`src/rtl/flash_seq_pkg.sv`:
```
package flash_seq_pkg;

  localparam int unsigned BYTE_W = 8;

  localparam logic [7:0] OPC_READ   = 8'h03;
  localparam logic [7:0] OPC_FREAD  = 8'h0B;
  localparam logic [7:0] OPC_PROG   = 8'h02;
  localparam logic [7:0] OPC_ERS4K  = 8'h20;
  localparam logic [7:0] OPC_ERS64K = 8'hD8;
  localparam logic [7:0] OPC_RDID   = 8'h9F;
  localparam logic [7:0] OPC_RDSR   = 8'h05;
  localparam logic [7:0] OPC_WREN   = 8'h06;

  typedef enum logic [2:0] {
    OP_READ   = 3'd0,
    OP_FREAD  = 3'd1,
    OP_PROG   = 3'd2,
    OP_ERS4K  = 3'd3,
    OP_ERS64K = 3'd4,
    OP_RDID   = 3'd5
  } req_op_e;

  typedef enum logic [1:0] {FR_WREN, FR_CMD, FR_STAT} frame_e;

  typedef enum logic [2:0] {ST_IDLE, ST_SEL, ST_BYTE, ST_RSP, ST_GAP} seq_state_e;

  function automatic logic [7:0] op_code(req_op_e op);
    case (op)
      OP_READ:   return OPC_READ;
      OP_FREAD:  return OPC_FREAD;
      OP_PROG:   return OPC_PROG;
      OP_ERS4K:  return OPC_ERS4K;
      OP_ERS64K: return OPC_ERS64K;
      default:   return OPC_RDID;
    endcase
  endfunction

  // bytes sent before any read byte, opcode included
  function automatic logic [2:0] cmd_hdr(req_op_e op);
    case (op)
      OP_READ, OP_ERS4K, OP_ERS64K: return 3'd4;
      OP_FREAD, OP_PROG:            return 3'd5;
      default:                      return 3'd1;
    endcase
  endfunction

  function automatic logic op_modifies(req_op_e op);
    return (op == OP_PROG) || (op == OP_ERS4K) || (op == OP_ERS64K);
  endfunction

endpackage

```
`src/rtl/flash_sclk_div.sv`:
```
module flash_sclk_div #(
  parameter int unsigned DIV_W = 8
) (
  input  logic             clk_i,
  input  logic             rst_ni,
  input  logic             run_i,
  input  logic [DIV_W-1:0] div_i,
  output logic             tick_o
);
  logic [DIV_W-1:0] cnt_q;

  always_ff @(posedge clk_i or negedge rst_ni) begin
    if (!rst_ni) begin
      cnt_q <= '0;
    end else if (!run_i || cnt_q == div_i) begin
      cnt_q <= '0;
    end else begin
      cnt_q <= cnt_q + 1'b1;
    end
  end

  assign tick_o = run_i && (cnt_q == div_i);
endmodule

```
`src/rtl/flash_byte_shift.sv`:
```
module flash_byte_shift
  import flash_seq_pkg::*;
(
  input  logic              clk_i,
  input  logic              rst_ni,
  input  logic              start_i,
  input  logic [BYTE_W-1:0] tx_i,
  input  logic              tick_i,
  input  logic              miso_i,
  output logic              busy_o,
  output logic              done_o,
  output logic [BYTE_W-1:0] rx_o,
  output logic              sclk_o,
  output logic              mosi_o
);
  localparam int unsigned BIT_W = $clog2(BYTE_W);
  localparam logic [BIT_W-1:0] LAST_BIT = BIT_W'(BYTE_W - 1);

  logic              busy_q, done_q, sclk_q;
  logic [BYTE_W-1:0] tx_q, rx_q;
  logic [BIT_W-1:0]  bit_q;

  always_ff @(posedge clk_i or negedge rst_ni) begin
    if (!rst_ni) begin
      busy_q <= 1'b0;
      done_q <= 1'b0;
      sclk_q <= 1'b0;
      tx_q   <= '0;
      rx_q   <= '0;
      bit_q  <= '0;
    end else begin
      done_q <= 1'b0;
      if (start_i && !busy_q) begin
        busy_q <= 1'b1;
        sclk_q <= 1'b0;
        tx_q   <= tx_i;
        bit_q  <= '0;
      end else if (busy_q && tick_i) begin
        if (!sclk_q) begin
          sclk_q <= 1'b1;
          rx_q   <= {rx_q[BYTE_W-2:0], miso_i};
        end else begin
          // falling edge: advance data or close the byte
          sclk_q <= 1'b0;
          if (bit_q == LAST_BIT) begin
            busy_q <= 1'b0;
            done_q <= 1'b1;
          end else begin
            bit_q <= bit_q + 1'b1;
            tx_q  <= {tx_q[BYTE_W-2:0], 1'b0};
          end
        end
      end
    end
  end

  assign busy_o = busy_q;
  assign done_o = done_q;
  assign rx_o   = rx_q;
  assign sclk_o = sclk_q;
  assign mosi_o = tx_q[BYTE_W-1];
endmodule

```
`src/rtl/flash_cmd_seq.sv`:
```
module flash_cmd_seq
  import flash_seq_pkg::*;
#(
  parameter int unsigned DIV_W   = 8,
  parameter int unsigned LEN_W   = 8,
  parameter int unsigned GAP_CYC = 2
) (
  input  logic             clk_i,
  input  logic             rst_ni,
  input  logic [DIV_W-1:0] clk_div_i,
  input  logic             req_valid_i,
  output logic             req_ready_o,
  input  logic [2:0]       req_op_i,
  input  logic [23:0]      req_addr_i,
  input  logic [LEN_W-1:0] req_len_i,
  input  logic [7:0]       req_wdata_i,
  output logic             rsp_valid_o,
  input  logic             rsp_ready_i,
  output logic [7:0]       rsp_data_o,
  output logic             rsp_last_o,
  output logic             spi_cs_no,
  output logic             spi_sclk_o,
  output logic             spi_mosi_o,
  input  logic             spi_miso_i
);
  localparam int unsigned GAP_W = (GAP_CYC > 1) ? $clog2(GAP_CYC) : 1;
  localparam logic [GAP_W-1:0] GAP_END = GAP_W'(GAP_CYC - 1);

  seq_state_e       state_q;
  frame_e           frame_q;
  req_op_e          op_q;
  logic [23:0]      addr_q;
  logic [7:0]       wdata_q;
  logic [LEN_W-1:0] left_q;
  logic [2:0]       idx_q;
  logic             fin_q, cs_n_q;
  logic [GAP_W-1:0] gap_q;
  logic             rsp_valid_q, rsp_last_q;
  logic [7:0]       rsp_data_q;

  logic       tick, xfer_busy, xfer_done, xfer_start;
  logic [7:0] xfer_rx, tx_byte;
  logic [2:0] hdr_n;
  logic       frame_rx;

  flash_sclk_div #(.DIV_W(DIV_W)) u_div (
    .clk_i  (clk_i),
    .rst_ni (rst_ni),
    .run_i  (xfer_busy),
    .div_i  (clk_div_i),
    .tick_o (tick)
  );

  flash_byte_shift u_shift (
    .clk_i   (clk_i),
    .rst_ni  (rst_ni),
    .start_i (xfer_start),
    .tx_i    (tx_byte),
    .tick_i  (tick),
    .miso_i  (spi_miso_i),
    .busy_o  (xfer_busy),
    .done_o  (xfer_done),
    .rx_o    (xfer_rx),
    .sclk_o  (spi_sclk_o),
    .mosi_o  (spi_mosi_o)
  );

  assign xfer_start = (state_q == ST_SEL);

  always_comb begin
    case (frame_q)
      FR_CMD: begin
        hdr_n    = cmd_hdr(op_q);
        frame_rx = !op_modifies(op_q);
      end
      FR_STAT: begin
        hdr_n    = 3'd1;
        frame_rx = 1'b1;
      end
      default: begin
        hdr_n    = 3'd1;
        frame_rx = 1'b0;
      end
    endcase
  end

  always_comb begin
    tx_byte = 8'h00;
    if (idx_q < hdr_n) begin
      case (frame_q)
        FR_WREN: tx_byte = OPC_WREN;
        FR_STAT: tx_byte = OPC_RDSR;
        default: begin
          case (idx_q)
            3'd0:    tx_byte = op_code(op_q);
            3'd1:    tx_byte = addr_q[23:16];
            3'd2:    tx_byte = addr_q[15:8];
            3'd3:    tx_byte = addr_q[7:0];
            default: tx_byte = (op_q == OP_PROG) ? wdata_q : 8'h00;
          endcase
        end
      endcase
    end
  end

  always_ff @(posedge clk_i or negedge rst_ni) begin
    if (!rst_ni) begin
      state_q     <= ST_IDLE;
      frame_q     <= FR_CMD;
      op_q        <= OP_READ;
      addr_q      <= '0;
      wdata_q     <= '0;
      left_q      <= '0;
      idx_q       <= '0;
      fin_q       <= 1'b0;
      cs_n_q      <= 1'b1;
      gap_q       <= '0;
      rsp_valid_q <= 1'b0;
      rsp_last_q  <= 1'b0;
      rsp_data_q  <= '0;
    end else begin
      case (state_q)
        ST_IDLE: begin
          if (req_valid_i) begin
            op_q    <= req_op_e'(req_op_i);
            addr_q  <= req_addr_i;
            wdata_q <= req_wdata_i;
            left_q  <= req_len_i;
            frame_q <= op_modifies(req_op_e'(req_op_i)) ? FR_WREN : FR_CMD;
            idx_q   <= '0;
            cs_n_q  <= 1'b0;
            state_q <= ST_SEL;
          end
        end
        ST_SEL: state_q <= ST_BYTE;
        ST_BYTE: begin
          if (xfer_done) begin
            if (idx_q < hdr_n - 3'd1) begin
              idx_q   <= idx_q + 3'd1;
              state_q <= ST_SEL;
            end else if (idx_q == hdr_n - 3'd1) begin
              if (frame_rx) begin
                idx_q   <= idx_q + 3'd1;
                state_q <= ST_SEL;
              end else begin
                // header-only frame done: chain the next frame
                cs_n_q  <= 1'b1;
                fin_q   <= 1'b0;
                frame_q <= (frame_q == FR_WREN) ? FR_CMD : FR_STAT;
                state_q <= ST_GAP;
              end
            end else if (frame_q == FR_STAT) begin
              cs_n_q <= 1'b1;
              if (xfer_rx[0]) begin
                fin_q   <= 1'b0;
                state_q <= ST_GAP;
              end else begin
                rsp_valid_q <= 1'b1;
                rsp_data_q  <= xfer_rx;
                rsp_last_q  <= 1'b1;
                state_q     <= ST_RSP;
              end
            end else begin
              rsp_valid_q <= 1'b1;
              rsp_data_q  <= xfer_rx;
              rsp_last_q  <= (left_q == '0);
              if (left_q == '0) cs_n_q <= 1'b1;
              state_q <= ST_RSP;
            end
          end
        end
        ST_RSP: begin
          if (rsp_ready_i) begin
            rsp_valid_q <= 1'b0;
            if (rsp_last_q) begin
              fin_q   <= 1'b1;
              state_q <= ST_GAP;
            end else begin
              left_q  <= left_q - 1'b1;
              state_q <= ST_SEL;
            end
          end
        end
        ST_GAP: begin
          if (gap_q == GAP_END) begin
            gap_q <= '0;
            if (fin_q) begin
              state_q <= ST_IDLE;
            end else begin
              cs_n_q  <= 1'b0;
              idx_q   <= '0;
              state_q <= ST_SEL;
            end
          end else begin
            gap_q <= gap_q + 1'b1;
          end
        end
        default: state_q <= ST_IDLE;
      endcase
    end
  end

  assign req_ready_o = (state_q == ST_IDLE);
  assign rsp_valid_o = rsp_valid_q;
  assign rsp_data_o  = rsp_data_q;
  assign rsp_last_o  = rsp_last_q;
  assign spi_cs_no   = cs_n_q;
endmodule

```
`config.mk`:
```
export PLATFORM = sky130hd
export DESIGN_NAME = flash_cmd_seq
export DESIGN_NICKNAME = d
export VERILOG_FILES = /design/src/rtl/flash_seq_pkg.sv /design/src/rtl/flash_sclk_div.sv /design/src/rtl/flash_byte_shift.sv /design/src/rtl/flash_cmd_seq.sv
export SDC_FILE = /design/constraint.sdc
export NUM_CORES = 1
export LEC_CHECK = 0
export BUFFER_PORTS_ARGS = -buffer_cell sky130_fd_sc_hd__buf_2
export CORE_MARGIN = 2
export CORE_UTILIZATION = 55
export CTS_BUF_LIST = sky130_fd_sc_hd__clkbuf_8
export DETAILED_ROUTE_END_ITERATION = 6
export GPL_TIMING_DRIVEN = 0
export PLACE_DENSITY = 0.83
export SETUP_SLACK_MARGIN = 0.2
export SLEW_MARGIN = 5
export SYNTH_ARGS = -nofsm -noshare
export SYNTH_HDL_FRONTEND = slang
export SYNTH_HIERARCHICAL = 1
export SYNTH_SLANG_ARGS = --single-unit
```
`constraint.sdc`:
```
create_clock -name clk_i -period 2.7 [get_ports clk_i]
set_clock_uncertainty 0.05 [all_clocks]
set_input_delay 0.27 -clock clk_i [delete_from_list [all_inputs] [get_ports clk_i]]
set_output_delay 0.27 -clock clk_i [all_outputs]
set_load 0.01 [all_outputs]
```
; ---- Yosys cells after proc, flatten, opt, wreduce, memory -nomap -nowiden
; Cells that the tools add are included.
[totals]
elab_cells = 197
in_bits = 56
output_inout_bits = 14
register_bits = 94
[classes]
mux = 90
addsub = 6
order_cmp = 2
n_eq_ne = 39
reduce_logical = 36
bitwise = 4
[op_table]
columns = cell, count
row1 = 8-bit two-way mux, 12
row2 = 3-bit two-way mux, 22
row3 = 8-bit one-hot mux with 5 select lines, 1
row4 = 1-bit two-way mux, 38
row5 = 8-bit one-hot mux with 2 select lines, 2
row6 = 8-bit one-hot mux with 4 select lines, 1
row7 = 3-bit by 2-bit equality test with 1-bit output (second input constant), 8
row8 = 2-bit inequality test (second input constant), 11
row9 = 8-bit AND reduction, 2
row10 = 3-bit inequality test (second input constant), 5
row11 = 3-bit one-hot mux with 5 select lines, 1
row12 = 3-bit equality test (second input constant), 4
row13 = 2-bit two-way mux, 6
row14 = 6-bit AND reduction, 2
row15 = 2-bit nonzero test, 6
row16 = 3-bit by 1-bit equality test with 1-bit output (second input constant), 3
row17 = 3-bit logical NOT, 3
row18 = 3-bit one-hot mux with 3 select lines, 1
row19 = 3-bit AND reduction, 3
row20 = 8-bit by 1-bit adder with 8-bit output (second input constant), 1
row21 = 8-bit equality test, 1
row22 = 8-bit logical NOT, 1
row23 = 4-bit AND reduction, 2
row24 = 8-bit by 1-bit subtractor with 8-bit output (second input constant), 1
row25 = 25 further kinds, 40

; ---- Longest topological paths before layout
[depth]
word_depth = 10
ltp_mapped = 12
mapped_depth_nobuf = 10

; ---- By module
; The synthesis kept the hierarchy.
[by_module_without_submodules]
columns = module, area_per_inst_um2, cells_each, seq_area_each_um2, n_inst
row1 = flash_cmd_seq, 3494.6, 334, 1604.0, 1
row2 = flash_byte_shift, 943.4, 74, 550.5, 1
row3 = flash_sclk_div, 500.5, 46, 200.2, 1

; ---- Worst setup path before layout
; OpenSTA, ideal clock, no wires.
[synth_path]
path_type = register to register
start = reg op_q[1]
end = reg idx_q[0]
t_required_ns = 2.522
setup_slack_ns = 0.191
synth_period_minus_slack_ns = 2.509
path_buffers = 0
setup_time_ns = 0.128
arrival_time_ns = 2.331
path_stages_with_launch = 9
cell_sequence = dfrtp_1 > and3b_2 > o21ai_0 > ha_1 > and3b_1 > nand2_1 > or2_1 > a21oi_1 > mux2_1
[synth_between]
elab_chain_cells = 9
elab_cells_between_ends = 22
classes_between = 1 x add/sub / 1 x order compare / 7 x eq/ne / 6 x mux / 7 x reduce/logical
[synth_rtl]
columns = element, line
row1 = "start, declared", flash_cmd_seq.sv:31  ; req_op_e op_q;
row2 = "start signal, assigned", flash_cmd_seq.sv:125  ; op_q <= req_op_e'(req_op_i);
row3 = 3-bit by 2-bit equality test with 1-bit output (tied with other cells), "flash_seq_pkg.sv:40, flash_seq_pkg.sv:48"
row4 = 3-bit OR reduction or 2-bit OR reduction (tied branches), flash_seq_pkg.sv:40  ; case (op)
row5 = 3-bit one-hot mux with 2 select lines, flash_seq_pkg.sv:40
row6 = 3-bit two-way mux, flash_cmd_seq.sv:71  ; case (frame_q)
row7 = 3-bit by 1-bit subtractor with 3-bit output, "flash_cmd_seq.sv:138, flash_cmd_seq.sv:141"
row8 = 3-bit < comparator, flash_cmd_seq.sv:138  ; if (idx_q < hdr_n - 3'd1) begin
row9 = 3-bit two-way mux, flash_cmd_seq.sv:138
row10 = 3-bit two-way mux, flash_cmd_seq.sv:137  ; if (xfer_done) begin
row11 = 3-bit one-hot mux with 3 select lines, flash_cmd_seq.sv:122  ; case (state_q)
row12 = "end signal, assigned", flash_cmd_seq.sv:139  ; idx_q <= idx_q + 3'd1;
row13 = "end signal, assigned", flash_cmd_seq.sv:143  ; idx_q <= idx_q + 3'd1;
row14 = "end, declared", flash_cmd_seq.sv:35  ; logic [2:0] idx_q;
; Several ways; a longest one is shown, not always the timed one. The select of a mux whose other input is x is not followed.
; A chain may end at the register's enable or synchronous reset.

; ---- Worst setup path after layout
[layout_path]
start = reg frame_q[0]
end = reg idx_q[0]
[layout_between]
elab_chain_cells = 7
elab_cells_between_ends = 13
classes_between = 1 x add/sub / 1 x order compare / 5 x eq/ne / 5 x mux / 1 x reduce/logical
[layout_rtl]
columns = element, line
row1 = "start, declared", flash_cmd_seq.sv:30  ; frame_e frame_q;
row2 = "start signal, assigned", flash_cmd_seq.sv:129  ; frame_q <= op_modifies(req_op_e'(req_op_i)) ? FR_WREN : FR_CMD;
row3 = "start signal, assigned", flash_cmd_seq.sv:149  ; frame_q <= (frame_q == FR_WREN) ? FR_CMD : FR_STAT;
row4 = 2-bit by 1-bit equality test with 1-bit output, n/a
row5 = 3-bit two-way mux, flash_cmd_seq.sv:71
row6 = 3-bit by 1-bit subtractor with 3-bit output, "flash_cmd_seq.sv:138, flash_cmd_seq.sv:141"
row7 = 3-bit < comparator, flash_cmd_seq.sv:138
row8 = 3-bit two-way mux, flash_cmd_seq.sv:138
row9 = 3-bit two-way mux, flash_cmd_seq.sv:137
row10 = 3-bit one-hot mux with 3 select lines, flash_cmd_seq.sv:122
; Several ways; a longest one is shown, not always the timed one. The select of a mux whose other input is x is not followed.

==> summary.txt <==
Clock network
  – Clk slew on worst S/H paths: 0.09 ns
  – CTS Buffer Depth: 2
  – Worst-Skew Late Latency: 0.36 ns
  – H-tree depth: 3
  – Root buffer cell: clkbuf_8
  – Number of CTS-inserted buffers: 9
  – TritonCTS clock tree: yes
  – Clock Sinks: 94

Final layout
  – Diodes inserted: 0
  – Post-route cell area: 5830 um2
  – Leading cell type in the layout, fill and taps excluded: dfrtp_1
  – Fillers: 647
  – NumNets Final: 616
  – Area grow syn2layout: 18.1%
  – Fraction of layout cells with a size suffix above 1: 31.1%
  – Area of the multi-input gates: 2510 um2
  – Commonest non-fill, non-tap cells in the layout: dfrtp_1 (89), buf_2 (71), nand2_1 (43)
  – Register area: 2360 um2
  – Final std cells w/o fill: 655

Status
  – Status: finished clean

Detailed routing
  – Detailed-route wire length: 10,600 um
  – Via density: 5.89
  – Via count: 3,859
  – WL/cell: 16.2 um
  – Post-route antenna net violation count: 0
  – DRT iter0 DRCs: 168
  – DR DRC count: 0
  – Pre-antenna DRT Iters: 5

Floorplan
  – Row count: 34
  – Ports: 70
  – Die Height: 98.8 um
  – Core area: 8720 um2
  – Die W: 98.8 um
  – Initial core utilization: 56.6%
  – Die area: 9750 um2

Place
  – HPWL Detailed: 7700 um
  – IO Port Bufs: 69
  – Placed Area: 5450 um2
  – Cell Count Post-Placement: 632
  – RePlAce Congestion: 0.874

Worst hold path
  – Tightest Hold Check Type: in -> reg

Critical path
  – Critical Path Max Stage Delay: 0.59 ns
  – Critical Path AT: 2.66 ns
  – Worst path most repeated cell: ha_4
  – WP data required: 2.90 ns
  – Critical path peak fanout: 5
  – Crit path launch type: register
  – Critical path endpoint category: register
  – Setup CP Type: reg -> reg
  – CP Cell Sequence: ha_4 > nand3b_1 > ha_4 > and3b_2 > nand2_1 > or2_1 > a21oi_4 > mux2_1
  – CP max-delay cell: dfstp_2

Timing
  – Endpoints failing hold: 0
  – Min Tclk post-route: 2.46 ns
  – Slew HR: 59.3%
  – Max Clock Freq: 407 MHz
  – RSZ-0062 raised after global routing: yes
  – Least-Margin Pin Slew: 0.611 ns
  – Final Setup Violations: 0
  – WHS: 0.0751 ns
  – Max-slew violation count: 0
  – Final period utilization: 91.1%

Global routing
  – Global-route wire length before repair: 17,900 um
  – Total GRT Usage: 22.5%
  – Largest net degree at the start of global routing: 60
  – Initial antenna violation count: 0
  – Global route total overflow: 0
  – Vias in the first global route: 3,819

Yosys
  – Syn Nets: 528
  – Post-synthesis simple-gate area fraction: 13.2%
  – Post-Syn Area: 4940 um2
  – Average size of a mapped cell: 10.9 um2
  – EDFF count, synth: 0
  – Synthesis warning total: 6
  – XOR/XNOR Fraction of Synth Area: 2.96%
  – Async SR Flop Fraction: 100%
  – Sequential area share after synthesis: 47.7%
  – Post-synthesis compound-gate area fraction: 13.7%
  – Synth cell types: 66
  – Combinational family with the most area after synthesis: multiplexers
  – Most used DFF post-synth: dfrtp_1
  – Multiplexer share of the synthesized area: 14.3%
  – Flop and latch count out of synthesis: 94
  – Post-Synth Adder-Cell Area: 4.56%
  – Post-synthesis cell count: 454

Pwr
  – PD cells: 1090 nW/um2
  – Standby leakage power: 0.00268 uW
  – Total power: 6330 uW
  – Worst vdd ir: 0.000668 V

Run
  – MaxCap Viol Count: 0
[flip-flops by register name, summed over array words and instances, names as in the netlist, 2 cells and up]
register	flops
addr_q	24
left_q	8
rsp_data_o	8
u_div/cnt_q	8
u_shift/rx_o	8
u_shift/tx_q	8
wdata_q	8
idx_q	3
op_q	3
state_q	3
u_shift/bit_q	3
frame_q	2
[metrics by stage]
stage | setup WS (ns) | utilization, % | setup TNS, ns
global route | 0.153 | 66.9 | 0
finish | 0.241 | 66.9 | 0
detailed placement | -0.214 | 62.5 | -1.16
global placement | -0.164 | 62.2 | -0.833
CTS | 0.190 | 65.9 | 0
floorplan | 0.201 | - | 0
[what timing repair did]
| action | in CTS | in global routing |
|---|---|---|
| endpoints found under the hold margin | 34 | 0 |
| buffers inserted | 1 | 5 |
| endpoints found under the setup margin | 36 | 18 |
| resized for setup | 17 | 14 |
| pin swaps | 2 | 3 |
| hold buffers | 1 | 0 |
[logic make-up after synthesis]
kind of cell / count (synthesis)
and+or+nand+nor: 124
AOI/OAI and AO/OA: 105
DFF: 94
muxes: 64
buffers and inverters: 34
adders and majority gates: 18
xor gates and xnor gates: 15
[final timing paths]
path,start,endpoint,slack (ns),depth (start not counted)
setup / recovery,frame_q[0],idx_q[0],0.24,8
max in group asynchronous,rst_ni,spi_cs_no,1.56,3
min in group asynchronous,rst_ni,u_div/cnt_q[5],0.35,2
hold / removal,req_addr_i[3],addr_q[3],0.08,2
hold reg to reg,rsp_valid_o,rsp_valid_o,0.44,2
setup reg to reg,frame_q[0],idx_q[0],0.24,8
[per-layer routing]
metal	GRT usage, %	vias up	wire, um	share of wire, %
li1	-	1826	-	-
met3	4.54	7	650	6.1
met1	30.8	1873	4670	44
met5	0	-	0	0
met4	4.74	0	91	0.86
met2	37.5	153	5230	49
[power by group]
| group | leakage (uW) | total (uW) | switching, uW | internal, uW |
|---|---|---|---|---|
| logic | 0.00145 | 3050 | 1670 | 1390 |
| registers | 0.00113 | 2320 | 417 | 1910 |
| clock network | 0.0000993 | 954 | 496 | 458 |
[synthesized netlist by cell type (all sizes together) (2+ instances only)]
cell type,count,area share (%)
xor2,13,2.6
nand3b,5,0.84
inv,14,1.1
nand2b,4,0.56
buf,8,1.5
a22o,5,0.89
nor4,2,0.51
ha,18,4.6
nand2,43,3.3
or3,5,0.63
o21ai,26,2.6
or4,2,0.38
xnor2,2,0.35
a31oi,7,0.89
a22oi,6,0.91
or2,3,0.38
nand4b,2,0.48
o31ai,2,0.30
a211oi,11,1.7
nand4,2,0.25
mux2,54,12
clkbuf,12,0.91
nand3,11,1.1
a222oi,3,0.61
nor2b,2,0.25
and3,3,0.38
nor3b,2,0.30
dfstp,2,1.1
mux2i,10,2.0
or3b,2,0.41
a21oi,28,2.9
dfrtp,92,47
nor3,5,0.51
nor2,24,1.8
a21boi,2,0.30
and2,3,0.41
and3b,2,0.38
a221oi,4,0.71
[critical path: cells and delay by family (launching register included)]
| kind | cells | cell delay, ns |
|---|---|---|
| AO/OA/AOI/OAI | 1 | 0.19 |
| adder cells (fa/ha/maj) | 2 | 0.50 |
| flip-flops | 1 | 0.59 |
| multiplexers | 1 | 0.34 |
| AND/OR/NAND/NOR | 4 | 0.69 |
[final cells by class]
class	instances	area share [%]
repair buffers	77	7.38
clock buffers	10	2.36
flip-flops and latches	94	40.4
inverters	14	0.901
plain buffers	20	2.38
multi-input cells	326	43.1
clock inverters	6	1.16
well taps	108	2.32
No activity file was read; power rests on OpenSTA's default activity.
